--- config.mk ---
export PLATFORM = sky130hd
export DESIGN_NAME = magic_div_gen
export DESIGN_NICKNAME = d
export VERILOG_FILES = /design/src/rtl/magic_div_pkg.sv /design/src/rtl/md_msb_enc.sv /design/src/rtl/md_serial_div.sv /design/src/rtl/md_round_sel.sv /design/src/rtl/magic_div_gen.sv
export SDC_FILE = /design/constraint.sdc
export NUM_CORES = 1
export LEC_CHECK = 0
export ABC_CLOCK_PERIOD_IN_PS = 14560
export BUFFER_PORTS_ARGS = -buffer_cell sky130_fd_sc_hd__buf_2
export CORE_UTILIZATION = 53
export DETAILED_ROUTE_END_ITERATION = 8
export GPL_ROUTABILITY_DRIVEN = 0
export PLACE_DENSITY = 0.77
export SETUP_SLACK_MARGIN = 0.4
export SLEW_MARGIN = 5
export SYNTH_ARGS = -nofsm -noshare
export SYNTH_HDL_FRONTEND = slang
export SYNTH_SLANG_ARGS = --single-unit
export TNS_END_PERCENT = 10
--- constraint.sdc ---
create_clock -name clk_i -period 14.56 [get_ports clk_i]
set_input_delay 2.912 -clock clk_i [delete_from_list [all_inputs] [get_ports clk_i]]
set_output_delay 2.912 -clock clk_i [all_outputs]
set_load 0.005 [all_outputs]
--- src/rtl/magic_div_pkg.sv ---
package magic_div_pkg;
  typedef enum logic [1:0] {
    PH_IDLE = 2'd0,
    PH_RUN  = 2'd1,
    PH_FIN  = 2'd2
  } md_phase_e;
endpackage

--- src/rtl/md_msb_enc.sv ---
module md_msb_enc #(
  parameter int W  = 32,
  parameter int SW = $clog2(W)
) (
  input  logic [W-1:0]  val_i,
  output logic [SW-1:0] idx_o
);
  always_comb begin
    idx_o = '0;
    for (int i = 0; i < W; i++) begin
      if (val_i[i]) idx_o = SW'(i);
    end
  end
endmodule

--- src/rtl/md_serial_div.sv ---
// Restoring divider of 2^exp by d; keeps only the low QW quotient bits.
module md_serial_div #(
  parameter int W  = 32,
  parameter int DW = 2 * W,
  parameter int EW = $clog2(DW),
  parameter int QW = W - 1
) (
  input  logic          clk_i,
  input  logic          rst_ni,
  input  logic          load_i,
  input  logic          step_i,
  input  logic [W-1:0]  d_i,
  input  logic [EW-1:0] exp_i,
  output logic          last_o,
  output logic [QW-1:0] quo_o,
  output logic [W-1:0]  rem_o
);
  logic [W-1:0]  d_q, rem_q;
  logic [QW-1:0] quo_q;
  logic [EW-1:0] exp_q, cnt_q;
  logic [EW-1:0] bit_idx;
  logic [W:0]    rem_sh;
  logic          ge;

  assign bit_idx = EW'(DW - 1) - cnt_q;
  assign rem_sh  = {rem_q, bit_idx == exp_q};
  assign ge      = rem_sh >= {1'b0, d_q};
  assign last_o  = step_i && (cnt_q == EW'(DW - 1));
  assign quo_o   = quo_q;
  assign rem_o   = rem_q;

  always_ff @(posedge clk_i or negedge rst_ni) begin
    if (!rst_ni) begin
      d_q   <= '0;
      rem_q <= '0;
      quo_q <= '0;
      exp_q <= '0;
      cnt_q <= '0;
    end else if (load_i) begin
      d_q   <= d_i;
      exp_q <= exp_i;
      rem_q <= '0;
      quo_q <= '0;
      cnt_q <= '0;
    end else if (step_i) begin
      rem_q <= ge ? (rem_sh[W-1:0] - d_q) : rem_sh[W-1:0];
      quo_q <= {quo_q[QW-2:0], ge};
      cnt_q <= cnt_q + 1'b1;
    end
  end
endmodule

--- src/rtl/md_round_sel.sv ---
// Ceiling, round-down choice and top-bit drop; arithmetic is modulo 2^(W-1).
module md_round_sel #(
  parameter int W  = 32,
  parameter int SW = $clog2(W),
  parameter int QW = W - 1
) (
  input  logic [QW-1:0] quo_i,
  input  logic [W-1:0]  rem_i,
  input  logic [SW-1:0] shift_i,
  output logic [W-1:0]  magic_o,
  output logic          round_down_o
);
  logic [W:0]    thresh;
  logic [QW-1:0] ceil_lo;

  assign thresh       = (W+1)'(1) << shift_i;
  assign round_down_o = {1'b0, rem_i} <= thresh;
  assign ceil_lo      = quo_i + QW'(rem_i != '0);
  assign magic_o      = {1'b0, ceil_lo - QW'(round_down_o)};
endmodule

--- src/rtl/magic_div_gen.sv ---
module magic_div_gen #(
  parameter int W  = 32,
  parameter int SW = $clog2(W)
) (
  input  logic          clk_i,
  input  logic          rst_ni,
  input  logic          start_i,
  input  logic [W-1:0]  divisor_i,
  output logic          busy_o,
  output logic          done_o,
  output logic [SW-1:0] shift_o,
  output logic [W-1:0]  magic_o,
  output logic          round_down_o,
  output logic          pow2_o
);
  import magic_div_pkg::*;

  localparam int DW = 2 * W;
  localparam int EW = $clog2(DW);
  localparam int QW = W - 1;

  md_phase_e     phase_q;
  logic          accept, last;
  logic [SW-1:0] msb, shift_q;
  logic          pow2_q;
  logic [QW-1:0] quo;
  logic [W-1:0]  rem, magic_d;
  logic          rd_d;

  assign accept = start_i && (phase_q == PH_IDLE);
  assign busy_o = phase_q != PH_IDLE;

  md_msb_enc #(.W(W), .SW(SW)) u_enc (
    .val_i (divisor_i),
    .idx_o (msb)
  );

  md_serial_div #(.W(W), .DW(DW), .EW(EW), .QW(QW)) u_div (
    .clk_i  (clk_i),
    .rst_ni (rst_ni),
    .load_i (accept),
    .step_i (phase_q == PH_RUN),
    .d_i    (divisor_i),
    .exp_i  (EW'(msb) + EW'(W)),
    .last_o (last),
    .quo_o  (quo),
    .rem_o  (rem)
  );

  md_round_sel #(.W(W), .SW(SW), .QW(QW)) u_rnd (
    .quo_i        (quo),
    .rem_i        (rem),
    .shift_i      (shift_q),
    .magic_o      (magic_d),
    .round_down_o (rd_d)
  );

  always_ff @(posedge clk_i or negedge rst_ni) begin
    if (!rst_ni) begin
      phase_q      <= PH_IDLE;
      shift_q      <= '0;
      pow2_q       <= 1'b0;
      done_o       <= 1'b0;
      shift_o      <= '0;
      magic_o      <= '0;
      round_down_o <= 1'b0;
      pow2_o       <= 1'b0;
    end else begin
      done_o <= 1'b0;
      unique case (phase_q)
        PH_IDLE: if (accept) begin
          phase_q <= PH_RUN;
          shift_q <= msb;
          pow2_q  <= (divisor_i != '0) && ((divisor_i & (divisor_i - 1'b1)) == '0);
        end
        PH_RUN: if (last) phase_q <= PH_FIN;
        PH_FIN: begin
          phase_q      <= PH_IDLE;
          done_o       <= 1'b1;
          shift_o      <= shift_q;
          magic_o      <= magic_d;
          round_down_o <= rd_d;
          pow2_o       <= pow2_q;
        end
        default: phase_q <= PH_IDLE;
      endcase
    end
  end
endmodule

# Yosys cells after proc, flatten, opt, wreduce, memory -nomap -nowiden
# Index checks and enable logic that the tools add are counted.
# classes
n_addsub	7
magnitude_cmp	2
n_eq_ne	6
n_shift	1
muxes	42
bitwise_logic	1
reduce_logical	11
# op_table
cell	count
$mux W32	3
$mux W5	16
$reduce_bool A32 Y1	2
$mux W31	2
$ge A33 B32 Y1	1
$le A32 B33 Y1	1
$shl A1 B5 Y33 const A	1
$and A32 B32 Y32	1
$logic_not A32 Y1	1
$mux W4	8
$sub A32 B1 Y32 const B	1
$sub A32 B32 Y32	1
$add A31 B1 Y31	1
$sub A31 B1 Y31	1
$mux W3	4
$mux W6	2
$mux W2	4
$add A5 B6 Y6 const B	1
$add A6 B1 Y6 const B	1
$eq A6 B6 Y1	1
$eq A6 B6 Y1 const B	1
$sub A6 B6 Y6 const A	1
$ne A2 B2 Y1 const B	2
$pmux W2 S2	1
other kinds (7)	12
# totals
ff_bits	154
in_bits	35
out_inout_bits	41
word_cells	83

# Depth between registers and ports, before layout
# Gate-level depths: netlist (run 1).
# logic_depth
ltp_word	32
ltp_mapped	25

# Cells and area by module
# Synthesis (run 1) repeated with hierarchy kept, for this count alone.
# unflattened
hier_cells	1337
area_unflattened_um2	11706.2
# by_module_without_submodules
mod	n_inst	cells_each	area_each_um2	seq_area_each_um2
md_serial_div	1	695	6274.8	2677.6
md_round_sel	1	411	2852.7	0.0
magic_div_gen	1	171	2225.9	1201.2
md_msb_enc	1	60	352.8	0.0

# Least setup slack after synthesis (run 1)
# No wires, ideal clock.
# synth_timing
kind	input port to flip-flop
start	input divisor_i[2]
end	register pow2_q
setup_ns	0.092
arrival_time_ns	5.162
required_ns	14.468
slack_ns	9.306
cell_stages	8
cell_sequence	or4_4 or4_4 nor3_2 nand2_1 or4_1 o31a_1 o22a_1 o31ai_2
# synth_via
elab_chain_len	4
# synth_rtl
item	line	source
from (decl)	magic_div_gen.sv:8	input logic [W-1:0] divisor_i,
$sub A32 B1 Y32	magic_div_gen.sv:74	pow2_q <= (divisor_i != '0) && ((divisor_i & (divisor_i - 1'b1)) == '0);
$and A32 B32 Y32	magic_div_gen.sv:74	
$logic_not A32 Y1	magic_div_gen.sv:74	
$logic_and A1 B1 Y1 *	magic_div_gen.sv:74	
to (signal assigned)	magic_div_gen.sv:74	
to (decl)	magic_div_gen.sv:25	logic pow2_q;
# Mark *: on every way between the ends. The rest lies on a longest branch, timed or not.
# A chain may end at the register's enable or synchronous reset.

# Final worst setup path (run 1)
# layout_timing
start	register shift_q[1]
end	register magic_o[30]
# layout_via
elab_chain_len	3
# layout_rtl
item	line	source
from (decl)	magic_div_gen.sv:24	logic [SW-1:0] msb, shift_q;
from (signal assigned)	magic_div_gen.sv:73	shift_q <= msb;
$shl A1 B5 Y33	md_round_sel.sv:16	assign thresh = (W+1)'(1) << shift_i;
$le A32 B33 Y1	md_round_sel.sv:17	assign round_down_o = {1'b0, rem_i} <= thresh;
via rd_d	magic_div_gen.sv:28	logic rd_d;
$sub A31 B1 Y31	md_round_sel.sv:19	assign magic_o = {1'b0, ceil_lo - QW'(round_down_o)};
to (signal assigned)	magic_div_gen.sv:81	magic_o <= magic_d;
to (decl)	magic_div_gen.sv:12	output logic [W-1:0] magic_o,
# The timed path passes the listed nets, and every way through them passes these cells.

==> results.toml, run 1 <==
[floorplanning]
start_util_pct = 54.06
rows = 52
pin_count = 76
core-area_sq_um = 20170
die-height_um = 145.4
die_w_um = 145.4
dieArea_sq_um = 21150

[timing]
tightest_slew_ps = 994.7
finalCritPeriodShare_pct = 38.80
drv_slew = 0
hold_viol = 0
rsz0062_at_grt = "no"
setup_viol = 0
fin_skew_ps = 11.13
fmax_mhz = 177.0
finalCriticalPeriod_ps = 5650
timing.setup.tns_ps = 0
relSlewSlack_pct = 33.69

[synthesis]
synth_warnings = 0
yosys_register_bits = 149
synthesis.nets = 1450
synth_seq_area_share_pct = 34.19
synth_cell_types = 82
syn_inst = 1317
synth_edf_count = 0
syn_area_sq_um = 10900
avgSynthCellArea_sq_um = 8.280
async_reset_ff_share_pct = 100.0
synth_ff_type = "dfrtp_1"

[global_routing]
grtUsageTotal_pct = 26.74
grt_max_degree = 100
grt_pass1_vias = 9212
grt_antenna_before_repair = 0
grt-ovfl-total = 0
grt_pass1_wl_um = 45860

[pwr]
power.density_nw_per_um2 = 254.6
leakagePower_uw = 0.005272
irDropWorstVdd_mv = 0.09923

[placement]
dpl.hpwl_um = 19810
port_buffers = 74

[setup_path]
cp_max_fo = 11
crit_path_start_kind = "register"
r2r-start = "shift_q[1]"
crit_type = "reg2reg"
cp.required_ps = 14930
end_kind = "register"
r2r_cells = 23
cp_data_arrival_time_ps = 6020
ff2ff_setup_slack_ps = 8910
reg2reg_to = "magic_o[30]"

[job]
drv_cap = 0

[route]
routed_wl_um = 27210
firstDrtPassIters = 5
viasPerCell = 6.040
vias = 9912
ant_nets = 0
drtIter0Drc = 634
drc_errors = 0
wl_per_cell_um = 16.58

[clock_tree]
clk_pin_slew_ps = 70
clkLatencyLatePin_ps = 430
postCtsSetupBuffers = 0
cts_hold_buf = 0
cts_buffer_depth = 2
clkSinkCount = 149
cts.repair.resized = 0
cts_inserted_buffers = 17
clock-root-buffer = "clkbuf_16"
cts_tree = "built"
ctsHtreeMaxLevel = 4

[run_status]
outcome = "finished clean"

[worst_hold_path]
min_to = "shift_o[1]"
hp-class = "reg2reg"
hold_depth = 2
min_from = "shift_o[1]"

[layout]
area_growth_syn_to_layout_pct = 10.82
final_common_cell = "nand2_1"
fin_nets = 1491
drive_above_1_share_pct = 9.628
diodes = 0
mostFrequentLayoutCells = "nand2_1, dfrtp_1, o21ai_1"
final_util_pct = 59.91
==> where the power goes <==
part | total [uW] | internal [uW] | leakage (uW) | switching (uW)
logic | 1910 | 816 | 0.00323 | 1090
clock network | 467 | 279 | 0.000305 | 188
registers | 704 | 546 | 0.00173 | 158
==> kinds of logic after synthesis <==
family	synth area share, %
adder cells (fa/ha/maj)	11.84
buffers and inverters	5.267
XOR/XNOR	3.695
other	0.03439
AND/OR/NAND/NOR	20.34
AO/OA/AOI/OAI	22.39
flip-flops	34.19
multiplexers	2.237
==> state kept, by name (all words and copies together), names as in the netlist, 2 cells and up <==
signal and count:
u_div.d_q 32, u_div.rem_o 32, magic_o 31, u_div.quo_o 31, u_div.cnt_q 6, shift_o 5, shift_q 5, phase_q 2
==> synthesized netlist by cell type, types with 5 or more instances <==
| master | instances | area share, % |
|---|---|---|
| nor4_1 | 21 | 1.2 |
| o21bai_1 | 11 | 0.76 |
| a21oi_1 | 68 | 3.1 |
| a211oi_1 | 17 | 1.2 |
| o211ai_1 | 12 | 0.83 |
| mux2i_1 | 21 | 1.9 |
| a32oi_1 | 8 | 0.64 |
| ha_1 | 96 | 11 |
| a21o_1 | 30 | 2.1 |
| and3_1 | 7 | 0.40 |
| nand2b_1 | 13 | 0.75 |
| o31ai_1 | 10 | 0.69 |
| inv_1 | 91 | 3.1 |
| o21ai_1 | 97 | 4.5 |
| nor2b_1 | 10 | 0.57 |
| o21a_1 | 11 | 0.76 |
| nor2_1 | 59 | 2.0 |
| or3_1 | 10 | 0.57 |
| xor2_1 | 21 | 1.7 |
| xnor2_1 | 25 | 2.0 |
| or4_1 | 7 | 0.48 |
| nand3_1 | 67 | 3.1 |
| nor3_1 | 28 | 1.3 |
| dfrtp_1 | 149 | 34 |
| o21ai_0 | 55 | 2.5 |
| nand2_1 | 177 | 6.1 |
| nand4_1 | 17 | 0.98 |
| clkbuf_1 | 53 | 1.8 |
| and2_1 | 7 | 0.40 |
| a31oi_1 | 12 | 0.69 |
| nor3b_1 | 9 | 0.62 |
| maj3_1 | 5 | 0.46 |
==> worst max path at each step <==
stage / start / endpoint / slack, ps / depth (start not counted)
floorplan: divisor_i[2] / pow2_q / 9310 / 8
global placement: divisor_i[2] / pow2_q / 9110 / 9
detailed placement: shift_q[1] / magic_o[27] / 8910 / 21
CTS: shift_q[1] / magic_o[27] / 8950 / 21
global route: shift_q[1] / magic_o[30] / 8610 / 23
finish: shift_q[1] / magic_o[30] / 8910 / 23
==> metal layers <==
layer / wire [um] / track usage (%)
met5: 0 / 0
met4: 696 / 9.684
met3: 1788 / 4.013
met2: 12310 / 42.79
met1: 12420 / 36.88
==> metrics by stage <==
step	total power [uW]	hold WS, ps	setup WS [ps]	area (sq um)	instances
floorplan	2156	438.6	9306	10900	1317
global placement	2506	454.7	9107	11460	1609
detailed placement	2563	461.0	8910	11460	1609
CTS	3053	475.8	8952	12080	1641
global route	3343	498.8	8608	12080	1641
finish	3076	473.6	8910	12080	1641
==> worst max-delay path: stages, from the launching register on <==
cell	delay [ps]
dfrtp_1	530
nor3b_1	500
nand2_1	110
ha_1	320
a21o_1	190
a21o_1	170
a21oi_1	140
o211ai_1	100
a21oi_1	160
a21oi_1	90
o31ai_1	310
ha_1	290
inv_1	50
ha_1	170
inv_1	60
fa_1	400
nor2b_1	160
o31a_1	200
o41a_1	210
a221o_1	240
a311o_1	400
a211oi_1	160
or4b_1	520
nand4_1	100
==> cell type report <==
class | instances | area, sq um
well taps | 270 | 337.8
repair buffers | 81 | 429.2
clock buffers | 18 | 439.2
clock inverters | 14 | 183.9
fillers | 1764 | 8085
inverters | 92 | 345.3
multi-input cells | 1017 | 6620
flip-flops and latches | 149 | 3729
Power figures use the tool's default switching activity.
==> run 2, diff against run 1 <==
- ABC_CLOCK_PERIOD_IN_PS: 14560 -> 4850
- PLACE_DENSITY: 0.77 -> 0.8
- clock period: 14.56 -> 4.85 ns (I/O delays scaled with it)
==> results.toml, run 2 (synthesis results as in run 1) <==
[layout]
diodes = 0
area_growth_syn_to_layout_pct = 17.42
fin_nets = 1553
final_common_cell = "nand2_1"
mostFrequentLayoutCells = "nand2_1, dfrtp_1, o21ai_1"
drive_above_1_share_pct = 17.17
final_util_pct = 63.48

[floorplanning]
pin_count = 76
core-area_sq_um = 20170
dieArea_sq_um = 21150
die-height_um = 145.4
rows = 52
start_util_pct = 54.06
die_w_um = 145.4

[timing]
fin_skew_ps = 8.688
drv_slew = 0
timing.setup.tns_ps = -2014
setup_ws_ps = -293.3
tightest_slew_ps = 1024
finalCriticalPeriod_ps = 5143
fmax_mhz = 194.4
setup_viol = 11
rsz0062_at_grt = "yes"
finalCritPeriodShare_pct = 106.0
hold_viol = 0
relSlewSlack_pct = 31.75

[clock_tree]
clk_pin_slew_ps = 70
cts_buffer_depth = 2
clkSinkCount = 149
cts_inserted_buffers = 17
clock-root-buffer = "clkbuf_16"
ctsHtreeMaxLevel = 4
cts_tree = "built"
clkLatencyLatePin_ps = 430

[run_status]
outcome = "finished, violations left"
violations = "setup timing"

[route]
drtIter0Drc = 652
firstDrtPassIters = 6
viasPerCell = 6.074
met2WireLength_um = 13240
drc_errors = 0
route.met3.wl_um = 1825
met1Wirelength_um = 12710
dr.max_layer_used = "met4"
vias = 10340
routed_wl_um = 28650
ant_nets = 0
wl_per_cell_um = 16.82

[setup_path]
end_kind = "register"
cp.required_ps = 5210
crit_type = "reg2reg"
path_cells = "buf_6 -> nor3b_4 -> nand2_2 -> ha_4 -> nand4_1 -> nor3_2 -> nor2_1 -> o211ai_1 -> a21oi_2 -> a21oi_2 -> o31ai_2 -> ha_1 -> inv_1 -> ha_2 -> inv_2 -> fa_2 -> nor2b_2 -> o31a_1 -> o41a_1 -> a221o_1 -> a311o_2 -> a31o_1 -> a211o_1 -> nand3_1"
crit_start = "shift_q[0]"
crit_path_start_kind = "register"
cp.buffers_inverters = 3
cpLargestDelayFamily = "compound AO/OA/AOI/OAI gates"
cp_common_cell = "a21oi_2"
cp_data_arrival_time_ps = 5500
r2r-start = "shift_q[0]"
crit_path_top_delay_cell = "dfrtp_2"
cp_max_fo = 7
max_stage_delay_ps = 480

[worst_hold_path]
hp-class = "reg2reg"
min_from = "magic_o[12]"

[global_routing]
grt_pass1_vias = 9671
grt_max_degree = 100
grt_pass1_wl_um = 46470
grt-ovfl-total = 0
grtUsageTotal_pct = 26.98
grt_antenna_before_repair = 0

[pwr]
leakagePower_uw = 0.005599
fin_total_pwr_uw = 9971
power.density_nw_per_um2 = 778.8
irDropWorstVdd_mv = 0.2897

[placement]
dpl.hpwl_um = 20080
place_ws_ps = -350.4
port_buffers = 74

[job]
drv_cap = 0
## run 2: cell types whose count changed in the layout (fill, tap and decap cells not counted), moves of 6 or more
cell,before,now
nand2_2,1,7
ha_4,0,7
nand2_1,176,170
a21oi_2,0,7
ha_1,96,88
buf_4,7,66
a21oi_1,68,60
## run 2: area by class of cell
class                      instances  area (sq um)
multi-input combinational       1017          6917
fill                            1665          7366
clock inverter                    13         112.6
timing repair buffer             143         905.9
clock buffer                      19         452.9
inverter                          92         345.3
tap                              270         337.8
sequential                       149          3732
## run 2: power breakdown
part / leakage, uW / internal, uW / switching, uW
sequential: 0.00173 / 1640 / 448
clock: 0.000269 / 695 / 564
combinational: 0.00360 / 3020 / 3600
## run 2: path summary, 6_finish.rpt
kind | endpoint | slack [ps] | depth (start not counted)
max | magic_o[24] | -290 | 24
min | magic_o[12] | 480 | 2
min reg2reg | magic_o[12] | 480 | 2
max reg2reg | magic_o[24] | -290 | 24
max in group asynchronous | u_div.cnt_q[3] | 3240 | 2
min in group asynchronous | magic_o[6] | 600 | 1
## run 2: per-stage QoR
step | hold WS [ps] | std cells | cell area (sq um)
floorplan | 438.6 | 1317 | 10920
global placement | 454.5 | 1652 | 11800
detailed placement | 463.9 | 1652 | 11800
CTS | 479.0 | 1692 | 12520
global route | 496.1 | 1703 | 12800
finish | 476.7 | 1703 | 12800
## run 2: worst min-delay path, stage by stage, from the launching register on
cell,delay [ps]
dfrtp_1,330
nand2_1,50
o21ai_1,60
## run 2: what timing repair did
action | CTS | global route
gates resized for setup | 23 | 35
setup buffers | 8 | 11
cloned | 0 | 0
hold buffers | 0 | 0
pin swaps | 26 | 37
endpoints found under the setup margin | 21 | 24
## run 2: layer usage
metal | up-vias | GRT usage [%]
met5 | - | 0
met4 | 0 | 10.37
met3 | 60 | 4.232
met2 | 416 | 44.74
met1 | 4863 | 35.55
li1 | 5005 | -
==> run 3, diff against run 2 <==
- PLACE_DENSITY: 0.8 -> 0.77
==> results.toml, run 3 (synthesis results as in run 1) <==
[pwr]
seqPwrFrac_pct = 21.1
internal-power_uw = 5263
irDropWorstVdd_mv = 0.3350
leakagePower_uw = 0.005550
pwr-share-clk_pct = 12.7
p_comb_share_pct = 66.3
power.density_nw_per_um2 = 777.3
p_sw_share_pct = 46.68
netSwitchingPower_uw = 4607

[layout]
mostFrequentLayoutCells = "nand2_1, dfrtp_1, o21ai_1"
diodes = 0
final_common_cell = "nand2_1"
fin_cells = 1694
drive_above_1_share_pct = 16.08
fin_nets = 1544
area_growth_syn_to_layout_pct = 16.45

[worst_hold_path]
hp-class = "reg2reg"
hold_depth = 1
min_from = "magic_o[13]"

[timing]
rsz0062_at_grt = "yes"
hold_viol = 0
setup_viol = 11
finalCriticalPeriod_ps = 5101
tightest_slew_ps = 1005
finalCritPeriodShare_pct = 105.2
relSlewSlack_pct = 32.98
setup_ws_ps = -251.5
drv_slew = 0
fin_skew_ps = 11.12
hold_ws_ps = 475.3
fmax_mhz = 196.0
timing.setup.tns_ps = -1667

[global_routing]
grtUsageTotal_pct = 27.42
grt-ovfl-total = 0
grt_pass1_vias = 9607
grt_antenna_before_repair = 0
grt_pass1_wl_um = 47380
grt_max_degree = 100

[placement]
dpl.hpwl_um = 20300
post-place-cells = 1646
port_buffers = 74
place_ws_ps = -370.0

[setup_path]
worst-path-stages = 23
r2r_cells = 23
crit_type = "reg2reg"
cp_max_fo = 6
r2r-start = "shift_q[3]"
crit_path_start_kind = "register"
path_cells = "nor2b_1 -> buf_4 -> nand2_1 -> ha_1 -> nand4_1 -> buf_4 -> o211ai_1 -> a21oi_2 -> a21oi_4 -> o31ai_2 -> ha_2 -> inv_2 -> ha_4 -> inv_2 -> fa_2 -> nor2b_2 -> o31a_1 -> o41a_1 -> a221o_1 -> a311o_2 -> a31o_1 -> a211o_1 -> nand3_1"
cp_data_arrival_time_ps = 5480
crit_path_top_delay_cell = "a311o_2"
cp.buffers_inverters = 4
crit_start = "shift_q[3]"
end_kind = "register"
max_stage_delay_ps = 450
cpLargestDelayFamily = "compound AO/OA/AOI/OAI gates"
cp.required_ps = 5230

[floorplanning]
die_w_um = 145.4
core-area_sq_um = 20170
pin_count = 76
rows = 52
dieArea_sq_um = 21150
start_util_pct = 54.06
die-height_um = 145.4

[clock_tree]
clock-root-buffer = "clkbuf_16"
ctsHtreeMaxLevel = 4
cts_hold_buf = 0
clkLatencyLatePin_ps = 440
cts_buffer_depth = 2
cts_inserted_buffers = 17
cts_tree = "built"
clkSinkCount = 149
clk_pin_slew_ps = 70

[route]
vias = 10200
ant_nets = 0
wl_per_cell_um = 16.88
drc_errors = 0
routed_wl_um = 28600
firstDrtPassIters = 5
viasPerCell = 6.019
drtIter0Drc = 664

[run_status]
violations = "setup timing"
outcome = "finished, violations left"

[job]
drv_cap = 0
run 3: repair_timing:
action,in CTS,in global routing
cloned,0,0
pin swaps,20,33
buffers inserted,11,5
endpoints found under the setup margin,22,28
resized for setup,32,31
run 3: per-layer routing:
| metal | global-route usage [%] | share of wire [%] |
|---|---|---|
| met5 | 0 | 0 |
| met4 | 10.21 | 2.5 |
| met3 | 4.169 | 5.9 |
| met2 | 44.71 | 47 |
| met1 | 36.94 | 45 |
run 3: final timing paths:
| check | end | slack, ps |
|---|---|---|
| max reg2reg | magic_o[24] | -250 |
| max | magic_o[24] | -250 |
| min reg2reg | magic_o[13] | 480 |
| min in group asynchronous | magic_o[6] | 600 |
| max in group asynchronous | u_div.rem_o[9] | 3260 |
| min | magic_o[13] | 480 |
run 3: power by group through the flow:
stage	combinational (uW)	clock, uW	sequential, uW
2_1_floorplan	4560	0	1920
3_3_place_gp	5700	0	2060
3_5_place_dp	5880	0	2080
4_1_cts	6140	1270	2060
5_1_grt	7210	1330	2120
6_report	6540	1250	2080
run 3: metrics by stage:
step	utilization (%)	area (sq um)	total power [uW]
CTS	61.98	12500	9465
global placement	58.28	11750	7768
floorplan	-	10920	6480
global route	62.96	12700	10660
detailed placement	58.28	11750	7961
finish	62.96	12700	9870
run 3: cell type report:
cell class	instances	area [sq um]
repair buffers	134	849.6
fillers	1715	7471
clock inverters	14	117.6
multi-input cells	1017	6878
well taps	270	337.8
flip-flops and latches	149	3731
clock buffers	18	439.2
inverters	92	345.3
